[src/rtl/acc_add_pkg.sv]
package acc_add_pkg;
  typedef enum logic [1:0] {
    SRC_REG  = 2'd0,
    SRC_MEM  = 2'd1,
    SRC_IMM  = 2'd2,
    SRC_NONE = 2'd3
  } src_e;

  localparam int FLAG_Z = 3;
  localparam int FLAG_N = 2;
  localparam int FLAG_H = 1;
  localparam int FLAG_C = 0;
  localparam int FLAG_W = 4;
endpackage

[src/rtl/acc_add_decode.sv]
module acc_add_decode
  import acc_add_pkg::*;
#(
  parameter int unsigned DW   = 8,
  parameter int unsigned RIW  = 3,
  parameter int unsigned NREG = 6,
  parameter logic [DW-1:0] REG_BASE = 8'h80,
  parameter logic [DW-1:0] MEM_OP   = 8'h86,
  parameter logic [DW-1:0] IMM_OP   = 8'hC6
) (
  input  logic [DW-1:0]  opcode_i,
  input  logic           imm_valid_i,
  output src_e           src_o,
  output logic [RIW-1:0] reg_idx_o,
  output logic           legal_o
);
  logic [NREG-1:0] reg_hit;

  for (genvar g = 0; g < NREG; g++) begin : g_reg_hit
    assign reg_hit[g] = (opcode_i == DW'(REG_BASE + g));
  end

  always_comb begin
    if (|reg_hit)                              src_o = SRC_REG;
    else if (opcode_i == MEM_OP)               src_o = SRC_MEM;
    else if (opcode_i == IMM_OP && imm_valid_i) src_o = SRC_IMM;
    else                                       src_o = SRC_NONE;
  end

  assign reg_idx_o = opcode_i[RIW-1:0];
  assign legal_o   = (src_o != SRC_NONE);
endmodule

[src/rtl/acc_add_alu.sv]
module acc_add_alu
  import acc_add_pkg::*;
#(
  parameter int unsigned DW = 8
) (
  input  logic [DW-1:0]     a_i,
  input  logic [DW-1:0]     b_i,
  output logic [DW-1:0]     sum_o,
  output logic [FLAG_W-1:0] flags_o
);
  localparam int unsigned HW = DW / 2;

  logic [HW:0] low_sum;
  logic [DW:0] full_sum;

  always_comb begin
    low_sum  = {1'b0, a_i[HW-1:0]} + {1'b0, b_i[HW-1:0]};
    full_sum = {1'b0, a_i} + {1'b0, b_i};
    sum_o    = full_sum[DW-1:0];
    flags_o          = '0;
    flags_o[FLAG_Z]  = (full_sum[DW-1:0] == '0);
    flags_o[FLAG_N]  = 1'b0;
    flags_o[FLAG_H]  = low_sum[HW];
    flags_o[FLAG_C]  = full_sum[DW];
  end
endmodule

[src/rtl/acc_add_seq.sv]
module acc_add_seq
  import acc_add_pkg::*;
#(
  parameter int unsigned REG_LAT = 4,
  parameter int unsigned MEM_LAT = 8
) (
  input  logic clk_i,
  input  logic rst_ni,
  input  logic launch_i,
  input  src_e src_i,
  output logic busy_o,
  output logic cap_h_o,
  output logic cap_l_o,
  output logic cap_opnd_o,
  output logic mem_re_o,
  output logic cap_mem_o,
  output logic calc_o,
  output logic done_o
);
  localparam int unsigned PHW = $clog2(MEM_LAT + 1);
  localparam logic [PHW-1:0] REG_LAST = PHW'(REG_LAT - 1);
  localparam logic [PHW-1:0] MEM_LAST = PHW'(MEM_LAT - 1);
  localparam logic [PHW-1:0] REG_CALC = PHW'(REG_LAT - 2);
  localparam logic [PHW-1:0] MEM_CALC = PHW'(MEM_LAT - 2);
  localparam logic [PHW-1:0] PH_H     = PHW'(1);
  localparam logic [PHW-1:0] PH_L     = PHW'(2);
  localparam logic [PHW-1:0] PH_RE    = PHW'(3);
  localparam logic [PHW-1:0] PH_CAP   = PHW'(4);

  logic           busy_q;
  logic [PHW-1:0] ph_q;
  src_e           src_q;
  logic [PHW-1:0] last_ph;
  logic           is_mem;
  logic           is_reg;

  assign last_ph = (src_q == SRC_MEM) ? MEM_LAST : REG_LAST;

  always_ff @(posedge clk_i or negedge rst_ni) begin
    if (!rst_ni) begin
      busy_q <= 1'b0;
      ph_q   <= '0;
      src_q  <= SRC_NONE;
    end else if (launch_i) begin
      busy_q <= 1'b1;
      ph_q   <= PHW'(1);
      src_q  <= src_i;
    end else if (busy_q) begin
      if (ph_q == last_ph) begin
        busy_q <= 1'b0;
        ph_q   <= '0;
      end else begin
        ph_q <= ph_q + PHW'(1);
      end
    end
  end

  assign is_mem     = busy_q && (src_q == SRC_MEM);
  assign is_reg     = busy_q && (src_q == SRC_REG);
  assign busy_o     = busy_q;
  assign cap_h_o    = is_mem && (ph_q == PH_H);
  assign cap_l_o    = is_mem && (ph_q == PH_L);
  assign mem_re_o   = is_mem && (ph_q == PH_RE);
  assign cap_mem_o  = is_mem && (ph_q == PH_CAP);
  assign cap_opnd_o = is_reg && (ph_q == PH_H);
  assign calc_o     = busy_q && (ph_q == (is_mem ? MEM_CALC : REG_CALC));
  assign done_o     = busy_q && (ph_q == last_ph);


  mem_order_chk: assert property (@(posedge clk_i) disable iff (!rst_ni)
    cap_mem_o |-> $past(mem_re_o));


  h_before_l_chk: assert property (@(posedge clk_i) disable iff (!rst_ni)
    cap_l_o |-> $past(cap_h_o));


  done_after_calc_chk: assert property (@(posedge clk_i) disable iff (!rst_ni)
    done_o |-> !calc_o);
endmodule

[src/rtl/acc_add_exec.sv]
module acc_add_exec
  import acc_add_pkg::*;
#(
  parameter int unsigned DW      = 8,
  parameter int unsigned RIW     = 3,
  parameter int unsigned REG_LAT = 4,
  parameter int unsigned MEM_LAT = 8
) (
  input  logic              clk_i,
  input  logic              rst_ni,
  input  logic              start_i,
  input  logic [DW-1:0]     opcode_i,
  input  logic [DW-1:0]     imm_i,
  input  logic              imm_valid_i,
  input  logic [DW-1:0]     a_i,
  output logic [RIW-1:0]    rf_sel_o,
  input  logic [DW-1:0]     rf_data_i,
  output logic              mem_re_o,
  output logic [2*DW-1:0]   mem_addr_o,
  input  logic [DW-1:0]     mem_rdata_i,
  output logic [DW-1:0]     a_wdata_o,
  output logic [FLAG_W-1:0] flags_o,
  output logic              done_o,
  output logic              illegal_o
);
  localparam logic [RIW-1:0] H_IDX = RIW'(4);
  localparam logic [RIW-1:0] L_IDX = RIW'(5);

  src_e           dec_src;
  logic [RIW-1:0] dec_idx;
  logic           dec_legal;
  logic           busy;
  logic           launch;
  logic           cap_h, cap_l, cap_opnd, cap_mem, calc;

  logic [RIW-1:0]    reg_idx_q;
  logic [DW-1:0]     h_q, l_q, opnd_q, sum_q;
  logic [FLAG_W-1:0] flags_q;
  logic              illegal_q;
  logic [DW-1:0]     alu_sum;
  logic [FLAG_W-1:0] alu_flags;

  acc_add_decode #(.DW(DW), .RIW(RIW)) u_dec (
    .opcode_i    (opcode_i),
    .imm_valid_i (imm_valid_i),
    .src_o       (dec_src),
    .reg_idx_o   (dec_idx),
    .legal_o     (dec_legal)
  );

  assign launch = start_i && !busy && dec_legal;

  acc_add_seq #(.REG_LAT(REG_LAT), .MEM_LAT(MEM_LAT)) u_seq (
    .clk_i      (clk_i),
    .rst_ni     (rst_ni),
    .launch_i   (launch),
    .src_i      (dec_src),
    .busy_o     (busy),
    .cap_h_o    (cap_h),
    .cap_l_o    (cap_l),
    .cap_opnd_o (cap_opnd),
    .mem_re_o   (mem_re_o),
    .cap_mem_o  (cap_mem),
    .calc_o     (calc),
    .done_o     (done_o)
  );

  acc_add_alu #(.DW(DW)) u_alu (
    .a_i     (a_i),
    .b_i     (opnd_q),
    .sum_o   (alu_sum),
    .flags_o (alu_flags)
  );

  always_ff @(posedge clk_i or negedge rst_ni) begin
    if (!rst_ni) begin
      reg_idx_q <= '0;
      h_q       <= '0;
      l_q       <= '0;
      opnd_q    <= '0;
      sum_q     <= '0;
      flags_q   <= '0;
      illegal_q <= 1'b0;
    end else begin
      illegal_q <= start_i && !busy && !dec_legal;
      if (launch) begin
        reg_idx_q <= dec_idx;
        if (dec_src == SRC_IMM) opnd_q <= imm_i;
      end
      if (cap_h)    h_q    <= rf_data_i;
      if (cap_l)    l_q    <= rf_data_i;
      if (cap_opnd) opnd_q <= rf_data_i;
      if (cap_mem)  opnd_q <= mem_rdata_i;
      if (calc) begin
        sum_q   <= alu_sum;
        flags_q <= alu_flags;
      end
    end
  end

  always_comb begin
    if (cap_h)      rf_sel_o = H_IDX;
    else if (cap_l) rf_sel_o = L_IDX;
    else            rf_sel_o = reg_idx_q;
  end

  assign mem_addr_o = {h_q, l_q};
  assign a_wdata_o  = sum_q;
  assign flags_o    = flags_q;
  assign illegal_o  = illegal_q;


  done_pulse_chk: assert property (@(posedge clk_i) disable iff (!rst_ni)
    done_o |=> !done_o);


  n_clear_chk: assert property (@(posedge clk_i) disable iff (!rst_ni)
    done_o |-> !flags_o[FLAG_N]);


  zero_flag_chk: assert property (@(posedge clk_i) disable iff (!rst_ni)
    done_o |-> (flags_o[FLAG_Z] == (a_wdata_o == '0)));


  illegal_quiet_chk: assert property (@(posedge clk_i) disable iff (!rst_ni)
    illegal_o |-> (!done_o && !mem_re_o && !busy));


  addr_hold_chk: assert property (@(posedge clk_i) disable iff (!rst_ni)
    mem_re_o |=> $stable(mem_addr_o));


  busy_no_illegal_chk: assert property (@(posedge clk_i) disable iff (!rst_ni)
    (busy && $past(busy)) |-> !illegal_o);
endmodule

[config.mk]
export PLATFORM = sky130hd
export DESIGN_NAME = acc_add_exec
export DESIGN_NICKNAME = d
export VERILOG_FILES = /design/src/rtl/acc_add_pkg.sv /design/src/rtl/acc_add_decode.sv /design/src/rtl/acc_add_alu.sv /design/src/rtl/acc_add_seq.sv /design/src/rtl/acc_add_exec.sv
export SDC_FILE = /design/constraint.sdc
export NUM_CORES = 1
export LEC_CHECK = 0
export ABC_CLOCK_PERIOD_IN_PS = 3400
export BUFFER_PORTS_ARGS = -buffer_cell sky130_fd_sc_hd__buf_2
export CELL_PAD_IN_SITES_DETAIL_PLACEMENT = 1
export CELL_PAD_IN_SITES_GLOBAL_PLACEMENT = 1
export CORE_ASPECT_RATIO = 1.5
export CORE_MARGIN = 2
export CORE_UTILIZATION = 25
export DETAILED_ROUTE_END_ITERATION = 6
export PLACE_DENSITY_LB_ADDON = 0.05
export SLEW_MARGIN = 0
export SYNTH_ARGS = -nofsm -noshare
export SYNTH_HDL_FRONTEND = slang
export SYNTH_HIERARCHICAL = 1
export SYNTH_SLANG_ARGS = --single-unit
[constraint.sdc]
create_clock -name clk_i -period 3.4 [get_ports clk_i]
set_input_delay 0.34 -clock clk_i [delete_from_list [all_inputs] [get_ports clk_i]]
set_output_delay 0.34 -clock clk_i [all_outputs]
set_load 0.005 [all_outputs]
==> results of run 1 <==
-- sequential cells by signal, summed over array words and instances, names as in the netlist --
name          cells
a_wdata_o         8
flags_o           4
h_q               8
illegal_o         1
l_q               8
opnd_q            8
reg_idx_q         3
u_seq/busy_o      1
u_seq/ph_q        4
u_seq/src_q       2
-- per-stage QoR --
step	worst slack, ns	hold WS (ns)	instances
after floorplan	1.16	0.0444	238
after global placement	0.920	0.451	424
after detailed placement	0.891	0.465	424
after CTS	0.971	0.167	432
after global routing	0.852	0.185	432
final	0.991	0.131	432
-- final cells by class --
type                            instances  area share
Clock inverter                          2     0.00506
Clock buffer                            6      0.0432
Tap cell                              117      0.0455
Multi-Input combinational cell        169       0.398
Timing Repair Buffer                   81       0.129
Inverter                               10      0.0121
Sequential cell                        47       0.367
-- layer usage --
metal  GRT usage  vias up
met5           0        -
met4      0.0487        0
met3      0.0321        6
met2       0.253       40
met1       0.141     1035
li1            -     1001
-- worst paths after layout --
kind                              start  slack (ns)           end
max                           opnd_q[0]        0.99    flags_o[3]
min in group clk_i          opcode_i[0]        0.28  reg_idx_q[0]
min                              rst_ni        0.13    flags_o[0]
min reg2reg                reg_idx_q[0]        0.47  reg_idx_q[0]
max reg2reg                   opnd_q[0]        0.99    flags_o[3]
max in group asynchronous        rst_ni        2.55        h_q[0]
-- kinds of logic after synthesis --
group	count (synthesis)	synth area share
other	1	0.00145
xor gates and xnor gates	6	0.0204
DFF	47	0.456
AOI/OAI and AO/OA	48	0.112
adders and majority gates	13	0.0659
buffers and inverters	22	0.0480
and+or+nand+nor	69	0.157
muxes	32	0.139
-- layout by cell type, fill, tap and decap left out, drive strengths merged, types with 3 or more instances in the layout --
master | synthesis | final
a211oi | 3 | 3
a21oi | 8 | 8
a31oi | 9 | 9
buf | 12 | 81
clkbuf | 0 | 6
dfrtp | 45 | 45
ha | 12 | 12
inv | 9 | 9
mux2 | 30 | 30
nand2 | 15 | 15
nand2b | 5 | 5
nand3 | 11 | 11
nand3b | 3 | 3
nor2 | 13 | 13
nor3 | 3 | 3
nor3b | 3 | 3
o21ai | 16 | 16
o22ai | 6 | 6
or3 | 3 | 3
xnor2 | 3 | 3
xor2 | 3 | 3
-- power by group --
part | internal [W] | switching, W
Combinational | 0.000481 | 0.000464
Sequential | 0.000785 | 0.000152
Clock | 0.000294 | 0.000222
Total | 0.00156 | 0.000838
==> impl_metrics.ini, run 1 <==
[status]
status = finished clean

[critical_path]
slowest_delay_ns = 0.41
crit_type = reg -> reg
r2r_cells = 8
critical_path.max_fanout = 3
required_ns = 3.63
critPathLaunchType = flop
cp_num_buf_inv = 0
crit_chain = ha_1 -> fa_1 -> a21o_1 -> a221o_1 -> a211oi_1 -> nor2_1 -> nor4b_4 -> mux2_2
path_depth = 8
cp_slowest_cell = fa_1
arrival_ns = 2.64
cp_top_family = compound AO/OA/AOI/OAI gates
cp-end-kind = flop

[clock_network]
numCtsBuffers = 5
path_clk_slew_ns = 0.07
post-cts-setup-buffer-count = 0
cts_hold_buf = 0
root_buffer = clkbuf_16
htree_levels = 2
cts_resized = 0
clock_sinks = 47
clk_latency_ns = 0.29
clockBufferDepth = 2
cts_tree = built

[final_layout]
areaGrowthSynthToFinish_pct = 24.5
multi_input_area_mm2 = 0.00128
antenna_cells = 0
nets = 371
seqCellArea_mm2 = 0.00118
final_core_util = 0.319
layout-drive-gt1-share = 0.403
design_area_mm2 = 0.00321
fill_cells = 1166

[detailed_routing]
drc = 0
ant_nets = 0
dr_wl_met2_um = 3990
via_per_inst = 4.82
wl_um = 7020
drt_first_pass_iters = 2
drtIter0Drc = 43
dr_wl_met3_um = 297
drt-wirelength-per-cell_um = 16.2
routed.top_layer = met4
wl_met1_um = 2630
via_count = 2082

[synth]
synth_edf_count = 0
synth-seq-cells = 47
netlist_instances = 238
syn-cell-area_mm2 = 0.00258
synth_area_leader_cell = dfrtp_1
synthArstFlopShare = 1.00
ys.flop_type = dfrtp_1
avgSynthCellArea_um2 = 10.9
synth_common_cells = 45 x dfrtp_1, 30 x mux2_2, 15 x nand2_1
synth_area_leaders = dfrtp_1 44%, mux2_2 13%, ha_1 5.8%, o21ai_0 2.7%, a31oi_1 2.2%
seq_area_frac_synth = 0.456
synth_nets = 295
yosysWarnings = 6
synth_top_area_frac = 0.436
ys_types = 46
synth.most_common_cell = dfrtp_1

[floorplanning]
die_h_um = 128
die_area_mm2 = 0.0112
die_x_um = 87.0
ios = 78
fp.coreArea_mm2 = 0.0101
rows = 45
initial_core_util = 0.256

[pwr]
p_leak_nw = 1.60
p_per_area_mw_per_mm2 = 746
peakVddDrop_v = 0.000258
total_power_w = 0.00240

[grt]
antenna_found_initial = 0
groute.usage.overall = 0.134
gr-total-overflow = 0
grt_pass1_wl_um = 11500
grt_pass1_vias = 2259
grt_max_degree = 33

[sta]
timing.final.crit_period_ns = 2.41
fin_crit_sh = 0.709
rsz0062_at_grt = no
worst_clock_skew_ns = 0.00484
slew_headroom = 0.473
finalMaxSlewViolations = 0
final.setup.tns_ns = 0
finalHoldViolCount = 0
tightest_slew_ns = 0.790
fmax_mhz = 415
setup_violations = 0

[placement]
place_area_mm2 = 0.00306
gp_congestion = 0.724
hpwl_um = 5690
portBuffers = 77

[flow_run]
drv_cap = 0

[hold_path]
hp-class = in -> async
No activity file was read; power rests on OpenSTA's default activity.
==> run 2, diff against run 1 <==
Settings changed: ABC_CLOCK_PERIOD_IN_PS 3400 to 1900.
Clock period 3.4 ns to 1.9 ns, I/O delays scaled along.
==> impl_metrics.ini, run 2 (synthesized netlist as in run 1, its figures left out) <==
[status]
status = finished with violations
violations = negative setup slack

[final_layout]
nets = 409
layout_commonest_cell = buf_2
antenna_cells = 0
layoutNonFillerInstCount = 470
layout-drive-gt1-share = 0.541
fill_cells = 1166
seqCellArea_mm2 = 0.00118
areaGrowthSynthToFinish_pct = 43.1
multi_input_area_mm2 = 0.00143
layout_common_cells = 76 x buf_2, 44 x dfrtp_1, 37 x buf_4, 26 x mux2_2, 14 x nand2_1

[detailed_routing]
drtIter0Drc = 55
wl_um = 7750
ant_nets = 0
via_per_inst = 4.76
via_count = 2238
drc = 0
drt_first_pass_iters = 3
drt-wirelength-per-cell_um = 16.5

[sta]
finalHoldViolCount = 0
tightest_slew_ns = 0.588
timing.final.crit_period_ns = 2.23
fin_crit_sh = 1.17
whs_ns = 0.128
rsz0062_at_grt = yes
slew_headroom = 0.607
finalMaxSlewViolations = 0
fmax_mhz = 449
setup_slack_ns = -0.325
setup_violations = 6
worst_clock_skew_ns = 0.00536

[floorplanning]
die_area_mm2 = 0.0112
die_h_um = 128
fp.coreArea_mm2 = 0.0101
initial_core_util = 0.256
ios = 78
die_x_um = 87.0
rows = 45

[clock_network]
cts_tree = built
clockBufferDepth = 2
clock_sinks = 47
path_clk_slew_ns = 0.07
htree_levels = 2
root_buffer = clkbuf_16
numCtsBuffers = 5
clk_latency_ns = 0.30

[critical_path]
crit_type = reg -> reg
required_ns = 2.14
r2r_start = opnd_q[0]
arrival_ns = 2.46
reg2reg_to = flags_o[3]
critPathLaunchType = flop
critical_path.max_fanout = 2
r2r_cells = 8
r2r_slack_ns = -0.33
cp-end-kind = flop

[placement]
gp_congestion = 0.748
portBuffers = 77
place_inst = 450
hpwl_um = 5890

[grt]
grt_max_degree = 48
antenna_found_initial = 0
grt_pass1_vias = 2381
grt_pass1_wl_um = 12400
gr-total-overflow = 0
groute.usage.overall = 0.147

[pwr]
p_per_area_mw_per_mm2 = 1410
share_comb_of_total_power = 0.486
p_sw_frac = 0.341
p_seq_frac = 0.317
switchingPower_w = 0.00178
p_clk_frac = 0.198
p_leak_nw = 1.84
internal_power_w = 0.00344
peakVddDrop_v = 0.000357

[hold_path]
hp-class = in -> reg
min_to = reg_idx_q[0]
whs_path_depth = 3
min-delay-start = opcode_i[0]

[flow_run]
drv_cap = 0
[run 2: final cells by class]
cell class | instances | area share
multi-input cells | 169 | 0.386
flip-flops and latches | 47 | 0.319
repair buffers | 119 | 0.199
well taps | 117 | 0.0396
clock buffers | 5 | 0.0339
clock inverters | 3 | 0.0118
inverters | 10 | 0.0105
[run 2: how the worst max path moves through the flow]
stage,start,endpoint,depth (start not counted)
4_1_cts,opnd_q[0],flags_o[3],8
3_3_place_gp,opnd_q[0],flags_o[3],8
3_5_place_dp,opnd_q[0],flags_o[3],8
2_1_floorplan,opnd_q[0],flags_o[3],8
6_report,opnd_q[0],flags_o[3],8
5_1_grt,opnd_q[0],flags_o[3],8
[run 2: power groups by stage]
stage / Sequential (W) / Combinational [W] / Clock [W]
2_1_floorplan: 0.00165 / 0.00119 / 0
3_3_place_gp: 0.00165 / 0.00215 / 0
3_5_place_dp: 0.00167 / 0.00217 / 0
4_1_cts: 0.00166 / 0.00246 / 0.00108
5_1_grt: 0.00171 / 0.00283 / 0.00112
6_report: 0.00165 / 0.00253 / 0.00103
[run 2: metal layers]
layer  share of wire  vias to the layer above  track usage
li1                -                     1070            -
met1            0.37                     1121        0.155
met2            0.58                       39        0.280
met3           0.038                        8       0.0327
met4           0.015                        0       0.0496
met5               0                        -            0
[run 2: critical path, cell delays in order, from the launching register on]
cell	delay, ns
dfrtp_1	0.39
ha_2	0.19
fa_2	0.35
a21o_1	0.19
a221o_1	0.34
a211oi_2	0.21
nor2_2	0.09
nor4b_4	0.24
mux2_4	0.17
[run 2: metrics by stage]
step	setup WS (ns)	utilization	TNS, ns	total power (W)	area [um2]
after floorplan	-0.206	-	-0.336	0.00285	2590
after global placement	-0.293	0.325	-0.898	0.00380	3280
after detailed placement	-0.367	0.325	-1.04	0.00385	3280
after CTS	-0.357	0.360	-1.03	0.00519	3620
after global routing	-0.418	0.367	-1.44	0.00566	3700
final	-0.325	0.367	-0.952	0.00522	3700
[run 2: timing repair]
| action | CTS | global route |
|---|---|---|
| buffers inserted | 8 | 5 |
| hold buffers | 1 | 0 |
| endpoints found under the hold margin | 45 | 0 |
| setup endpoints to repair | 14 | 17 |
| gates cloned | 1 | 0 |
| resized for setup | 26 | 14 |
| pin swaps | 8 | 10 |
